[config.mk]
export PLATFORM = sky130hd
export DESIGN_NAME = slowclk_meter
export DESIGN_NICKNAME = d
export VERILOG_FILES = /design/src/rtl/slowclk_meter_pkg.sv /design/src/rtl/slowclk_edge.sv /design/src/rtl/slowclk_core.sv /design/src/rtl/slowclk_regs.sv /design/src/rtl/slowclk_meter.sv
export SDC_FILE = /design/constraint.sdc
export NUM_CORES = 1
export LEC_CHECK = 0
export ABC_AREA = 1
export BUFFER_PORTS_ARGS = -buffer_cell sky130_fd_sc_hd__buf_4
export CELL_PAD_IN_SITES_DETAIL_PLACEMENT = 0
export CELL_PAD_IN_SITES_GLOBAL_PLACEMENT = 1
export CORE_MARGIN = 5
export CORE_UTILIZATION = 43
export DETAILED_ROUTE_END_ITERATION = 10
export PLACE_DENSITY = 0.9
export SETUP_SLACK_MARGIN = 0.2
export SLEW_MARGIN = 20
export SYNTH_ARGS = -nofsm -noshare
export SYNTH_HDL_FRONTEND = slang
export SYNTH_HIERARCHICAL = 1
export SYNTH_SLANG_ARGS = --single-unit
[constraint.sdc]
create_clock -name clk -period 3.8 [get_ports clk]
set_input_delay 0.76 -clock clk [delete_from_list [all_inputs] [get_ports clk]]
set_output_delay 0.76 -clock clk [all_outputs]
set_load 0.05 [all_outputs]
[src/rtl/slowclk_meter_pkg.sv]
package slowclk_meter_pkg;
   localparam int ADDR_W = 8;
   localparam int DATA_W = 32;

   localparam logic [ADDR_W-1:0] OFS_CTRL = 8'h00;
   localparam logic [ADDR_W-1:0] OFS_WIN  = 8'h04;
   localparam logic [ADDR_W-1:0] OFS_STAT = 8'h08;
   localparam logic [ADDR_W-1:0] OFS_FAST = 8'h0C;
   localparam logic [ADDR_W-1:0] OFS_PROG = 8'h10;
   localparam logic [ADDR_W-1:0] OFS_IEN  = 8'h14;
   localparam logic [ADDR_W-1:0] OFS_ICLR = 8'h18;
   localparam logic [ADDR_W-1:0] OFS_SRC  = 8'h20;

   typedef enum logic [1:0] {
      MS_IDLE  = 2'd0,
      MS_ARMED = 2'd1,
      MS_RUN   = 2'd2
   } meas_state_e;
endpackage

[src/rtl/slowclk_edge.sv]
module slowclk_edge #(
   parameter int NSRC        = 4,
   parameter int SEL_W       = 2,
   parameter int SYNC_STAGES = 2
) (
   input  logic             clk,
   input  logic             rst_n,
   input  logic [NSRC-1:0]  src_i,
   input  logic [SEL_W-1:0] sel_i,
   output logic             rise_o
);
   logic                   picked;
   logic [SYNC_STAGES-1:0] chain_q;
   logic                   last_q;

   generate
      if (NSRC == 1) begin : g_single
         logic unused_sel;
         assign unused_sel = ^sel_i;
         assign picked = src_i[0];
      end else begin : g_mux
         always_comb begin
            picked = 1'b0;
            for (int i = 0; i < NSRC; i++) begin
               if (sel_i == SEL_W'(i)) picked = src_i[i];
            end
         end
      end
   endgenerate

   always_ff @(posedge clk or negedge rst_n) begin
      if (!rst_n) begin
         chain_q <= '0;
         last_q  <= 1'b0;
      end else begin
         chain_q <= {chain_q[SYNC_STAGES-2:0], picked};
         last_q  <= chain_q[SYNC_STAGES-1];
      end
   end

   assign rise_o = chain_q[SYNC_STAGES-1] & ~last_q;
endmodule

[src/rtl/slowclk_core.sv]
module slowclk_core
   import slowclk_meter_pkg::*;
#(
   parameter int FAST_W = 24,
   parameter int SLOW_W = 12
) (
   input  logic              clk,
   input  logic              rst_n,
   input  logic              start_i,
   input  logic              en_i,
   input  logic [SLOW_W-1:0] lim_i,
   input  logic              rise_i,
   input  logic              clr_done_i,
   input  logic              clr_over_i,
   output logic [FAST_W-1:0] fast_o,
   output logic [SLOW_W-1:0] slow_o,
   output logic              done_o,
   output logic              over_o
);
   localparam logic [FAST_W-1:0] FAST_MAX = '1;

   meas_state_e       st_q;
   logic [FAST_W-1:0] fast_q;
   logic [SLOW_W-1:0] slow_q;
   logic [SLOW_W-1:0] slow_nx;
   logic              done_q, over_q;

   assign slow_nx = slow_q + SLOW_W'(1);

   always_ff @(posedge clk or negedge rst_n) begin
      if (!rst_n) begin
         st_q   <= MS_IDLE;
         fast_q <= '0;
         slow_q <= '0;
         done_q <= 1'b0;
         over_q <= 1'b0;
      end else begin
         if (clr_done_i) done_q <= 1'b0;
         if (clr_over_i) over_q <= 1'b0;
         if (start_i) begin
            fast_q <= '0;
            slow_q <= '0;
            over_q <= 1'b0;
            if (lim_i == '0) begin
               done_q <= 1'b1;
               st_q   <= MS_IDLE;
            end else begin
               done_q <= 1'b0;
               st_q   <= MS_ARMED;
            end
         end else if (!en_i) begin
            st_q <= MS_IDLE;
         end else begin
            case (st_q)
               MS_ARMED: if (rise_i) st_q <= MS_RUN;
               MS_RUN: begin
                  if (fast_q == FAST_MAX) begin
                     over_q <= 1'b1;
                     st_q   <= MS_IDLE;
                  end else begin
                     fast_q <= fast_q + FAST_W'(1);
                     if (rise_i) begin
                        slow_q <= slow_nx;
                        if (slow_nx == lim_i) begin
                           done_q <= 1'b1;
                           st_q   <= MS_IDLE;
                        end
                     end
                  end
               end
               default: st_q <= MS_IDLE;
            endcase
         end
      end
   end

   assign fast_o = fast_q;
   assign slow_o = slow_q;
   assign done_o = done_q;
   assign over_o = over_q;
endmodule

[src/rtl/slowclk_regs.sv]
module slowclk_regs
   import slowclk_meter_pkg::*;
#(
   parameter int FAST_W = 24,
   parameter int SLOW_W = 12,
   parameter int SEL_W  = 2
) (
   input  logic              clk,
   input  logic              rst_n,
   input  logic              wr_en_i,
   input  logic [ADDR_W-1:0] addr_i,
   input  logic [DATA_W-1:0] wdata_i,
   input  logic [FAST_W-1:0] fast_i,
   input  logic [SLOW_W-1:0] slow_i,
   input  logic              done_i,
   input  logic              over_i,
   output logic              en_o,
   output logic [SLOW_W-1:0] lim_o,
   output logic [SEL_W-1:0]  sel_o,
   output logic              start_o,
   output logic              clr_done_o,
   output logic              clr_over_o,
   output logic [DATA_W-1:0] rdata_o,
   output logic              irq_o
);
   logic              en_q;
   logic [SLOW_W-1:0] lim_q;
   logic [SEL_W-1:0]  sel_q;
   logic [1:0]        ien_q;
   logic              unused_wdata;

   assign unused_wdata = ^wdata_i;

   always_ff @(posedge clk or negedge rst_n) begin
      if (!rst_n) begin
         en_q  <= 1'b0;
         lim_q <= '0;
         sel_q <= '0;
         ien_q <= 2'b11;
      end else if (wr_en_i) begin
         case (addr_i)
            OFS_CTRL: en_q  <= wdata_i[0];
            OFS_WIN:  lim_q <= wdata_i[SLOW_W-1:0];
            OFS_IEN:  ien_q <= wdata_i[1:0];
            OFS_SRC:  sel_q <= wdata_i[SEL_W-1:0];
            default: ;
         endcase
      end
   end

   assign start_o    = wr_en_i && (addr_i == OFS_CTRL) && wdata_i[0] && !en_q;
   assign clr_done_o = wr_en_i && (addr_i == OFS_ICLR) && wdata_i[0];
   assign clr_over_o = wr_en_i && (addr_i == OFS_ICLR) && wdata_i[1];

   always_comb begin
      rdata_o = '0;
      case (addr_i)
         OFS_CTRL: rdata_o = DATA_W'(en_q);
         OFS_WIN:  rdata_o = DATA_W'(lim_q);
         OFS_STAT: rdata_o = DATA_W'({over_i, done_i});
         OFS_FAST: rdata_o = DATA_W'(fast_i);
         OFS_PROG: rdata_o = DATA_W'(slow_i);
         OFS_IEN:  rdata_o = DATA_W'(ien_q);
         OFS_SRC:  rdata_o = DATA_W'(sel_q);
         default:  rdata_o = '0;
      endcase
   end

   assign irq_o = |({over_i, done_i} & ien_q);
   assign en_o  = en_q;
   assign lim_o = lim_q;
   assign sel_o = sel_q;
endmodule

[src/rtl/slowclk_meter.sv]
module slowclk_meter
   import slowclk_meter_pkg::*;
#(
   parameter int NSRC        = 4,
   parameter int FAST_W      = 24,
   parameter int SLOW_W      = 12,
   parameter int SYNC_STAGES = 2
) (
   input  logic              clk,
   input  logic              rst_n,
   input  logic [NSRC-1:0]   slow_clk_i,
   input  logic              wr_en_i,
   input  logic [7:0]        addr_i,
   input  logic [31:0]       wdata_i,
   output logic [31:0]       rdata_o,
   output logic              irq_o
);
   localparam int SEL_W = 2;

   generate
      if (NSRC < 1 || NSRC > (1 << SEL_W)) begin : g_bad_nsrc
         $error("NSRC must be between 1 and 4");
      end
      if (FAST_W < 2 || FAST_W > DATA_W) begin : g_bad_fast
         $error("FAST_W must be between 2 and 32");
      end
      if (SLOW_W < 1 || SLOW_W > DATA_W) begin : g_bad_slow
         $error("SLOW_W must be between 1 and 32");
      end
      if (SYNC_STAGES < 2) begin : g_bad_sync
         $error("SYNC_STAGES must be at least 2");
      end
   endgenerate

   logic              en_q, start, clr_done, clr_over, rise;
   logic [SLOW_W-1:0] lim;
   logic [SEL_W-1:0]  sel;
   logic [FAST_W-1:0] fast_q;
   logic [SLOW_W-1:0] slow_q;
   logic              done_q, over_q;

   slowclk_edge #(
      .NSRC(NSRC), .SEL_W(SEL_W), .SYNC_STAGES(SYNC_STAGES)
   ) u_edge (
      .clk(clk), .rst_n(rst_n), .src_i(slow_clk_i), .sel_i(sel), .rise_o(rise)
   );

   slowclk_core #(.FAST_W(FAST_W), .SLOW_W(SLOW_W)) u_core (
      .clk(clk), .rst_n(rst_n), .start_i(start), .en_i(en_q), .lim_i(lim),
      .rise_i(rise), .clr_done_i(clr_done), .clr_over_i(clr_over),
      .fast_o(fast_q), .slow_o(slow_q), .done_o(done_q), .over_o(over_q)
   );

   slowclk_regs #(.FAST_W(FAST_W), .SLOW_W(SLOW_W), .SEL_W(SEL_W)) u_regs (
      .clk(clk), .rst_n(rst_n), .wr_en_i(wr_en_i), .addr_i(addr_i),
      .wdata_i(wdata_i), .fast_i(fast_q), .slow_i(slow_q), .done_i(done_q),
      .over_i(over_q), .en_o(en_q), .lim_o(lim), .sel_o(sel), .start_o(start),
      .clr_done_o(clr_done), .clr_over_o(clr_over), .rdata_o(rdata_o),
      .irq_o(irq_o)
   );
endmodule

==> results.md, run 1 <==
* Status: finished clean
* CTS Sinks at 60
* Nets at 751
* Sink of the worst hold path: u_edge/chain_q[1]
* Total die area at 0.01226 sq mm
* Hold Path Class: reg -> reg
* Initial DRC Count at 373
* CTS-repair resized insts at 0
* Pwr Density at 306.1 mW/mm^2
* Largest family of logic cells by synthesized area: simple AND/OR/NAND/NOR gates
* Highest Clock Rate at 0.3532 GHz
* Pleak at 2.447 nW
* Post-CTS setup buffers at 0
* Hold wc startpoint: u_edge/chain_q[0]
* R2R Path End: u_core/fast_o[22]
* Worst-Margin Slew at 0.7646 ns
* Fillers at 1026
* Worst R2R Setup Slack at 1.49 ns
* Core ar. at 0.009819 sq mm
* Max Buffers Root-to-Sink at 2
* CP max stage delay at 0.42 ns
* I/O Buffers at 51
* Remaining DRCs at 0
* Critical path type: in -> out
* Max VDD drop at 0.2197 mV
* RePlAce Congestion at 0.9637
* Final core utilization at 50.71%
* Num rows at 36
* Fin crit period at 2.831 ns
* Drt first pass iters at 5
* Flip-flop and latch count after synthesis at 60
* # setup viols final at 0
* Worst-path cell chain: buf_4 -> inv_2 -> nand2_1 -> nor2_4 -> and2_1 -> nand2_1 -> nand3_1 -> buf_4
* H-tree depth reported by CTS at 3
* Critical Path RT at 3.04 ns
* Reg2reg start: u_core/fast_o[1]
* Die Span X at 110.7 um
* Slew headroom at 49.03%
* Clock Latency Late Sink at 0.34 ns
* Adder-cell share of the synthesized area at 0.8603%
* Worst-path clk slew at 0.06 ns
* Antenna Violating Nets Remaining at 0
* Most frequent cells in the layout: nand2_1, nand3_1, inv_1
* Post-CTS Hold Buffers at 0
* Vias per cell at 5.274
* GR Overflow Total at 0
* First-pass GRT wire length at 20560 um
* Initial antenna violation count at 0
* Crit-path slowest cell: and2_1
* CP arrival at 2.07 ns
* CP top delay family: simple AND/OR/NAND/NOR gates
* Diodes inserted at 0
* CTS tree: built
* Async S/R FF share, synth at 100.0%
* I/O pin cnt at 80
* EDFF count, synth at 0
* Die Y at 110.7 um
* DR vias at 4425
* Crit path capture type: output port
* R2R cell count at 8
* Pins Over Slew Limit at 0
* Largest area contributor in the netlist: dfrtp_1
* Final WL at 12340 um
* Hpwl dp at 9243 um
* Initial Utilization at 44.43%
* Register area share after synthesis at 34.47%
* Hold depth at 0
* Cells after Synth at 653
* Layout cell share with drive strength beyond 1 at 15.01%
* Yosys top cell area share at 33.27%
* Netlist cell types at 40
* Fin. Hold Viols at 0
* Complex-gate fraction of the synthesized area at 7.256%
* Layout area overhead at 14.14%
* CTS buffer count at 9
* RSZ-0062 raised after global routing: no
* Total GRT Usage at 20.34%
* Synth Area in XOR/XNOR at 2.610%
* Largest net degree at the start of global routing at 61
* Clock Skews at 0.008368 ns
* CP max FO at 10
* Routed WL per cell at 14.70 um
* Post-Syn Area at 0.004363 sq mm
* Vias in the first global route at 4297
* Most common cell after layout, fill and taps aside: nand2_1
* Simple-gate share of the synthesized area at 42.87%
* Syn. warnings at 6
* Ys flop type: dfrtp_1
* Mux cell area share after synthesis at 0%
* Min Hold Slack at 0.3600 ns
* Synth area leaders: dfrtp_1, nand2_1, nand3_1
* Syn Area/Cell at 6.681 sq um
* Buf+Inv Stages, Crit Path at 3
* Final setup TNS at 0 ns
* Final critical-path share of the clock period at 74.51%
* CP Launch Type: input port
* MaxCap Viol Count at 0
* Root Buffer: clkbuf_8
## registers in the layout, summed over array words and instances, names as in the netlist
| register | flops |
|---|---|
| u_regs/sel_o | 2 |
| u_core/over_o | 1 |
| u_regs/lim_o | 12 |
| u_core/st_q | 2 |
| u_regs/en_o | 1 |
| u_edge/chain_q | 2 |
| u_core/slow_o | 12 |
| u_regs/ien_q | 2 |
| u_core/done_o | 1 |
| u_core/fast_o | 24 |
| u_edge/last_q | 1 |
## layout make-up
cell class	instances	area, sq um	share of cell area [%]
Multi-Input combinational cell	484	2369	47.56
Sequential cell	60	1504	30.20
Timing Repair Buffer	54	405.4	8.141
Inverter	92	346.6	6.960
Tap cell	133	166.4	3.342
Clock buffer	13	148.9	2.990
Clock inverter	3	40.04	0.8040
## cells by family after synthesis
group	after synthesis
and+or+nand+nor	404
buffers and inverters	116
DFF	60
AOI/OAI and AO/OA	56
xor gates and xnor gates	13
adders and majority gates	3
other	1
## how the worst max path moves through the flow
| stage | from | slack [ns] | end | cells after the start |
|---|---|---|---|---|
| CTS | addr_i[0] | 0.98 | rdata_o[10] | 8 |
| floorplan | addr_i[6] | 1.05 | rdata_o[12] | 6 |
| global placement | addr_i[6] | 0.72 | u_core/fast_o[20] | 14 |
| detailed placement | addr_i[7] | 0.65 | u_core/fast_o[12] | 14 |
| global route | addr_i[4] | 0.78 | u_core/fast_o[20] | 14 |
| finish | addr_i[5] | 0.97 | rdata_o[5] | 8 |
## power by group
group	switching [mW]	internal [mW]
Combinational	0.136	0.0754
Sequential	0.0587	0.678
Clock	0.257	0.320
## worst register-to-register path: cells and delay by family, from the launching register on
| family | cells | cell delay (ns) |
|---|---|---|
| AOI/OAI and AO/OA | 1 | 0.13 |
| adders and majority gates | 1 | 0.32 |
| buffers and inverters | 1 | 0.26 |
| DFF | 1 | 0.42 |
| and+or+nand+nor | 5 | 1.05 |
## through the flow
step | power (mW) | worst slack [ns] | instances | area [sq um]
detailed placement | 0.9591 | 0.6472 | 823 | 4791
floorplan | 0.8819 | 1.053 | 660 | 4389
global placement | 0.9518 | 0.7224 | 823 | 4791
global route | 1.597 | 0.7783 | 839 | 4980
finish | 1.524 | 0.9686 | 839 | 4980
CTS | 1.538 | 0.9830 | 839 | 4980
## Yosys cell counts, types with 6 or more instances
cell / count
buf_4: 10
nand4_1: 25
xor2_1: 9
nor2_1: 59
inv_1: 79
o21ai_0: 25
dfrtp_1: 58
nor3_1: 9
o31ai_1: 10
nand3_1: 102
a21oi_1: 8
nand2_1: 179
o21ai_1: 9
nand2_2: 6
inv_2: 11
## layer usage
| metal | global-route usage, % | share of wire [%] | vias to the layer above | wire, um |
|---|---|---|---|---|
| li1 | - | - | 2195 | - |
| met1 | 25.68 | 44 | 2088 | 5450 |
| met2 | 34.43 | 49 | 118 | 6006 |
| met3 | 3.275 | 4.9 | 24 | 601 |
| met4 | 8.621 | 2.3 | 0 | 279 |
| met5 | 0 | 0 | - | 0 |
(Power assumes the default switching activity.)
==> run 2: changes to the inputs <==
- CORE_UTILIZATION: 43 -> 36
- PLACE_DENSITY: 0.9 -> 0.81
- clock period: 3.8 -> 2.4 ns (I/O delays scaled with it)
==> results.md, run 2 (same netlist as run 1, synthesis figures left out) <==
* Pins Over Slew Limit at 0
* First-pass GRT wire length at 21560 um
* Final core utilization at 43.66%
* Diodes inserted at 0
* Layout cell share with drive strength beyond 1 at 16.74%
* Num rows at 40
* Drt first pass iters at 5
* Status: finished clean
* GR Overflow Total at 0
* Final setup TNS at 0 ns
* MaxCap Viol Count at 0
* Worst R2R Setup Slack at 0.37 ns
* # setup viols final at 0
* CTS Sinks at 60
* Hold Path Class: in -> async
* Antenna Violating Nets Remaining at 0
* Max VDD drop at 0.3374 mV
* Post-CTS setup buffers at 0
* Pleak at 2.559 nW
* Vias in the first global route at 4362
* Clock Latency Late Sink at 0.33 ns
* Initial DRC Count at 326
* Crit path capture type: output port
* R2R cell count at 12
* Nets at 763
* Fin crit period at 2.112 ns
* Root Buffer: clkbuf_16
* Fin. Hold Viols at 0
* Worst-Margin Slew at 0.7967 ns
* Total die area at 0.01442 sq mm
* Most frequent cells in the layout: nand2_1, nand3_1, inv_1
* Critical path type: in -> out
* Reg2reg start: u_core/slow_o[1]
* RePlAce Congestion at 0.8894
* CTS buffer count at 9
* Largest net degree at the start of global routing at 61
* Highest Clock Rate at 0.4735 GHz
* Vias per cell at 5.088
* CP max FO at 10
* CTS tree: built
* Layout area overhead at 19.70%
* Initial antenna violation count at 0
* DR vias at 4396
* I/O Buffers at 51
* Die Span X at 120.1 um
* Fillers at 1253
* RSZ-0062 raised after global routing: no
* Placed insts at 849
* Pwr Density at 546.0 mW/mm^2
* I/O pin cnt at 80
* Remaining DRCs at 0
* Die Y at 120.1 um
* H-tree depth reported by CTS at 3
* Final Power at 2.852 mW
* R2R Path End: u_core/st_q[1]
* CP arrival at 1.63 ns
* Slew headroom at 46.89%
* CP Launch Type: input port
* Max Buffers Root-to-Sink at 2
* Worst-path clk slew at 0.05 ns
* Setup crit start: addr_i[5]
* Final critical-path share of the clock period at 87.99%
* Min Hold Slack at 0.2284 ns
* Final std cells w/o fill at 864
* Core ar. at 0.01196 sq mm
* Routed WL per cell at 15.19 um
* Critical Path RT at 1.92 ns
* Hpwl dp at 9857 um
* Initial Utilization at 36.47%
* Total GRT Usage at 18.81%
* Clock Skews at 0.005534 ns
* Worst setup path endpoint: rdata_o[9]
* Final WL at 13130 um
* Largest register FFs at 24
* Most common cell after layout, fill and taps aside: nand2_1
[run 2: power breakdown]
part	internal (mW)	switching, mW	total [mW]
clock network	0.884	0.461	1.35
registers	1.08	0.0932	1.17
logic	0.122	0.216	0.338
[run 2: routing by layer]
metal | vias to the layer above | global-route usage (%) | share of wire (%)
met5 | - | 0 | 0
met1 | 2065 | 23.77 | 46
met2 | 94 | 32.31 | 49
li1 | 2217 | - | -
met3 | 20 | 3.157 | 3.9
met4 | 0 | 6.657 | 1.8
[run 2: worst min-delay path by stage]
stage	start	to
floorplan	rst_n	u_core/done_o
global placement	u_edge/chain_q[0]	u_edge/chain_q[1]
detailed placement	u_edge/chain_q[0]	u_edge/chain_q[1]
CTS	rst_n	u_core/slow_o[2]
global route	rst_n	u_regs/lim_o[8]
finish	rst_n	u_regs/lim_o[8]
[run 2: final cells by class]
type | instances | area, sq um | area share (%)
Inverter | 92 | 346.6 | 6.636
Clock inverter | 1 | 30.03 | 0.5750
Tap cell | 147 | 183.9 | 3.522
Timing Repair Buffer | 66 | 511.7 | 9.799
Sequential cell | 60 | 1505 | 28.82
Multi-Input combinational cell | 484 | 2371 | 45.40
Clock buffer | 14 | 274.0 | 5.247
[run 2: timing repair]
action,4_1_cts,5_1_grt
hold buffers,0,0
resized for setup,0,3
setup endpoints to repair,0,10
endpoints found under the hold margin,0,0
[run 2: through the flow]
stage	instance area [sq um]	setup WS (ns)
floorplan	4389	0.2129
global placement	4911	0.2780
detailed placement	4911	0.2436
CTS	5215	0.2663
global route	5223	0.2083
finish	5223	0.2883
[run 2: critical path, cell delays in order]
cell	delay, ns
buf_4	0.12
inv_2	0.06
nand2_1	0.08
nor2_4	0.19
and2_1	0.20
buf_12	0.15
nand2_1	0.05
nand3_1	0.10
buf_4	0.21
==> run 3: changes to the inputs <==
- CORE_UTILIZATION: 36 -> 37
- CTS_BUF_LIST: default -> sky130_fd_sc_hd__clkbuf_4
- PLACE_DENSITY: 0.81 -> 0.83
==> results.md, run 3 (same netlist as run 1, synthesis figures left out) <==
* DR vias at 4459
* Layout area overhead at 16.32%
* Largest net degree at the start of global routing at 61
* First-pass GRT wire length at 21660 um
* Status: finished clean
* Final core utilization at 44.26%
* Nets at 761
* Largest register FFs at 24
* Buf+Inv Stages, Crit Path at 1
* H-tree depth reported by CTS at 3
* Layout cell share with drive strength beyond 1 at 16.48%
* Drt first pass iters at 5
* Diodes inserted at 0
* Pins Over Slew Limit at 0
* Clock Latency Late Sink at 0.41 ns
* Critical Path RT at 2.69 ns
* Initial Utilization at 38.05%
* Antenna Violating Nets Remaining at 0
* CP top delay family: simple AND/OR/NAND/NOR gates
* Total GRT Usage at 18.63%
* Sequential share of power at 47.9%
* Initial antenna violation count at 0
* Num rows at 39
* Sw Share at 29.09%
* Critical path depth at 12
* Max Buffers Root-to-Sink at 2
* Pleak at 2.499 nW
* Pwr Density at 479.5 mW/mm^2
* Int Pwr at 1.725 mW
* Slew headroom at 47.74%
* CP max stage delay at 0.50 ns
* Most Frequent Cell on Critical Path: nand2_1
* I/O pin cnt at 80
* Max VDD drop at 0.3266 mV
* Die Y at 118.6 um
* Vias in the first global route at 4340
* GR Overflow Total at 0
* Worst-path cell chain: ha_1 -> inv_1 -> nor2_2 -> nand3_1 -> nand2_1 -> nand3_1 -> nand2_1 -> nand2_1 -> nor2_1 -> nand3_1 -> nand2_1 -> a21oi_1
* Critical path type: reg -> reg
* CTS buffer count at 9
* Die Span X at 118.6 um
* CP Launch Type: flip-flop
* CP max FO at 6
* MaxCap Viol Count at 0
* Gate power share at 14.0%
* Crit-path slowest cell: dfrtp_1
* Clock share of power at 38.1%
* RSZ-0062 raised after global routing: yes
* Total die area at 0.01406 sq mm
* Worst-path clk slew at 0.11 ns
* Vias per cell at 5.191
* Core ar. at 0.01147 sq mm
* Crit path capture type: flip-flop
* Clock Skews at 0.01425 ns
* Fillers at 1202
* CTS tree: built
* Root Buffer: clkbuf_4
* Final WL at 12870 um
* Initial DRC Count at 277
* RePlAce Congestion at 0.8805
* Most frequent cells in the layout: nand2_1, nand3_1, inv_1
* Final setup TNS at 0 ns
* Highest Clock Rate at 0.4738 GHz
* Hold Path Class: in -> async
* CP arrival at 2.41 ns
* Most common cell after layout, fill and taps aside: nand2_1
* R2R cell count at 12
* CTS Sinks at 60
* Hpwl dp at 9614 um
* Worst-Margin Slew at 0.7839 ns
* I/O Buffers at 51
* Remaining DRCs at 0
* Psw at 707.7 uW
* # setup viols final at 0
* Routed WL per cell at 14.98 um
* Final critical-path share of the clock period at 87.94%
* Fin crit period at 2.111 ns
* Fin. Hold Viols at 0
==> run 3: power groups by stage <==
| stage | clock network [mW] | registers [mW] | logic [mW] |
|---|---|---|---|
| 6_report | 0.927 | 1.17 | 0.340 |
| 5_1_grt | 1.00 | 1.18 | 0.384 |
| 2_1_floorplan | 0 | 1.15 | 0.242 |
| 4_1_cts | 0.947 | 1.17 | 0.339 |
| 3_3_place_gp | 0 | 1.18 | 0.326 |
| 3_5_place_dp | 0 | 1.19 | 0.337 |
==> run 3: layout make-up <==
class                      instances  area (sq um)  share of cell area [%]
tap                              143         178.9                   3.526
inverter                          92         346.6                   6.829
multi-input combinational        484          2376                   46.82
clock buffer                      10         75.07                   1.479
sequential                        60          1504                   29.64
timing repair buffer              64         491.7                   9.689
clock inverter                     6         102.6                   2.022
==> run 3: path summary, 6_finish.rpt <==
kind	startpoint	end	slack (ns)
setup / recovery	u_core/slow_o[0]	u_core/st_q[1]	0.29
hold / removal	rst_n	u_regs/lim_o[4]	0.14
setup reg to reg	u_core/slow_o[0]	u_core/st_q[1]	0.29
hold reg to reg	u_edge/chain_q[0]	u_edge/chain_q[1]	0.37
max in group asynchronous	rst_n	u_core/fast_o[12]	1.73
min in group clk	wdata_i[7]	u_regs/lim_o[7]	0.30
==> run 3: what timing repair did <==
| action | CTS | global route |
|---|---|---|
| gates resized for setup | 0 | 5 |
| hold buffers | 0 | 0 |
| endpoints found under the setup margin | 0 | 22 |
| setup buffers | 0 | 2 |
==> run 3: per-layer routing <==
| layer | up-vias | routed length, um | GRT usage [%] | share of wire [%] |
|---|---|---|---|---|
| met2 | 120 | 6346 | 31.61 | 49 |
| li1 | 2219 | - | - | - |
| met1 | 2105 | 5686 | 23.96 | 44 |
| met4 | 0 | 185 | 5.882 | 1.4 |
| met5 | - | 0 | 0 | 0 |
| met3 | 15 | 653 | 3.534 | 5.1 |
==> run 3: through the flow <==
step	power (mW)	hold WS (ns)	instance area, sq um	setup slack (ns)	cells
after detailed placement	1.524	0.3478	4863	0.2692	841
after global routing	2.566	0.1778	5075	0.1437	859
after global placement	1.510	0.3447	4863	0.2806	841
final	2.433	0.1435	5075	0.2894	859
after floorplan	1.396	0.1844	4389	0.2129	660
after CTS	2.453	0.1556	5041	0.2613	857
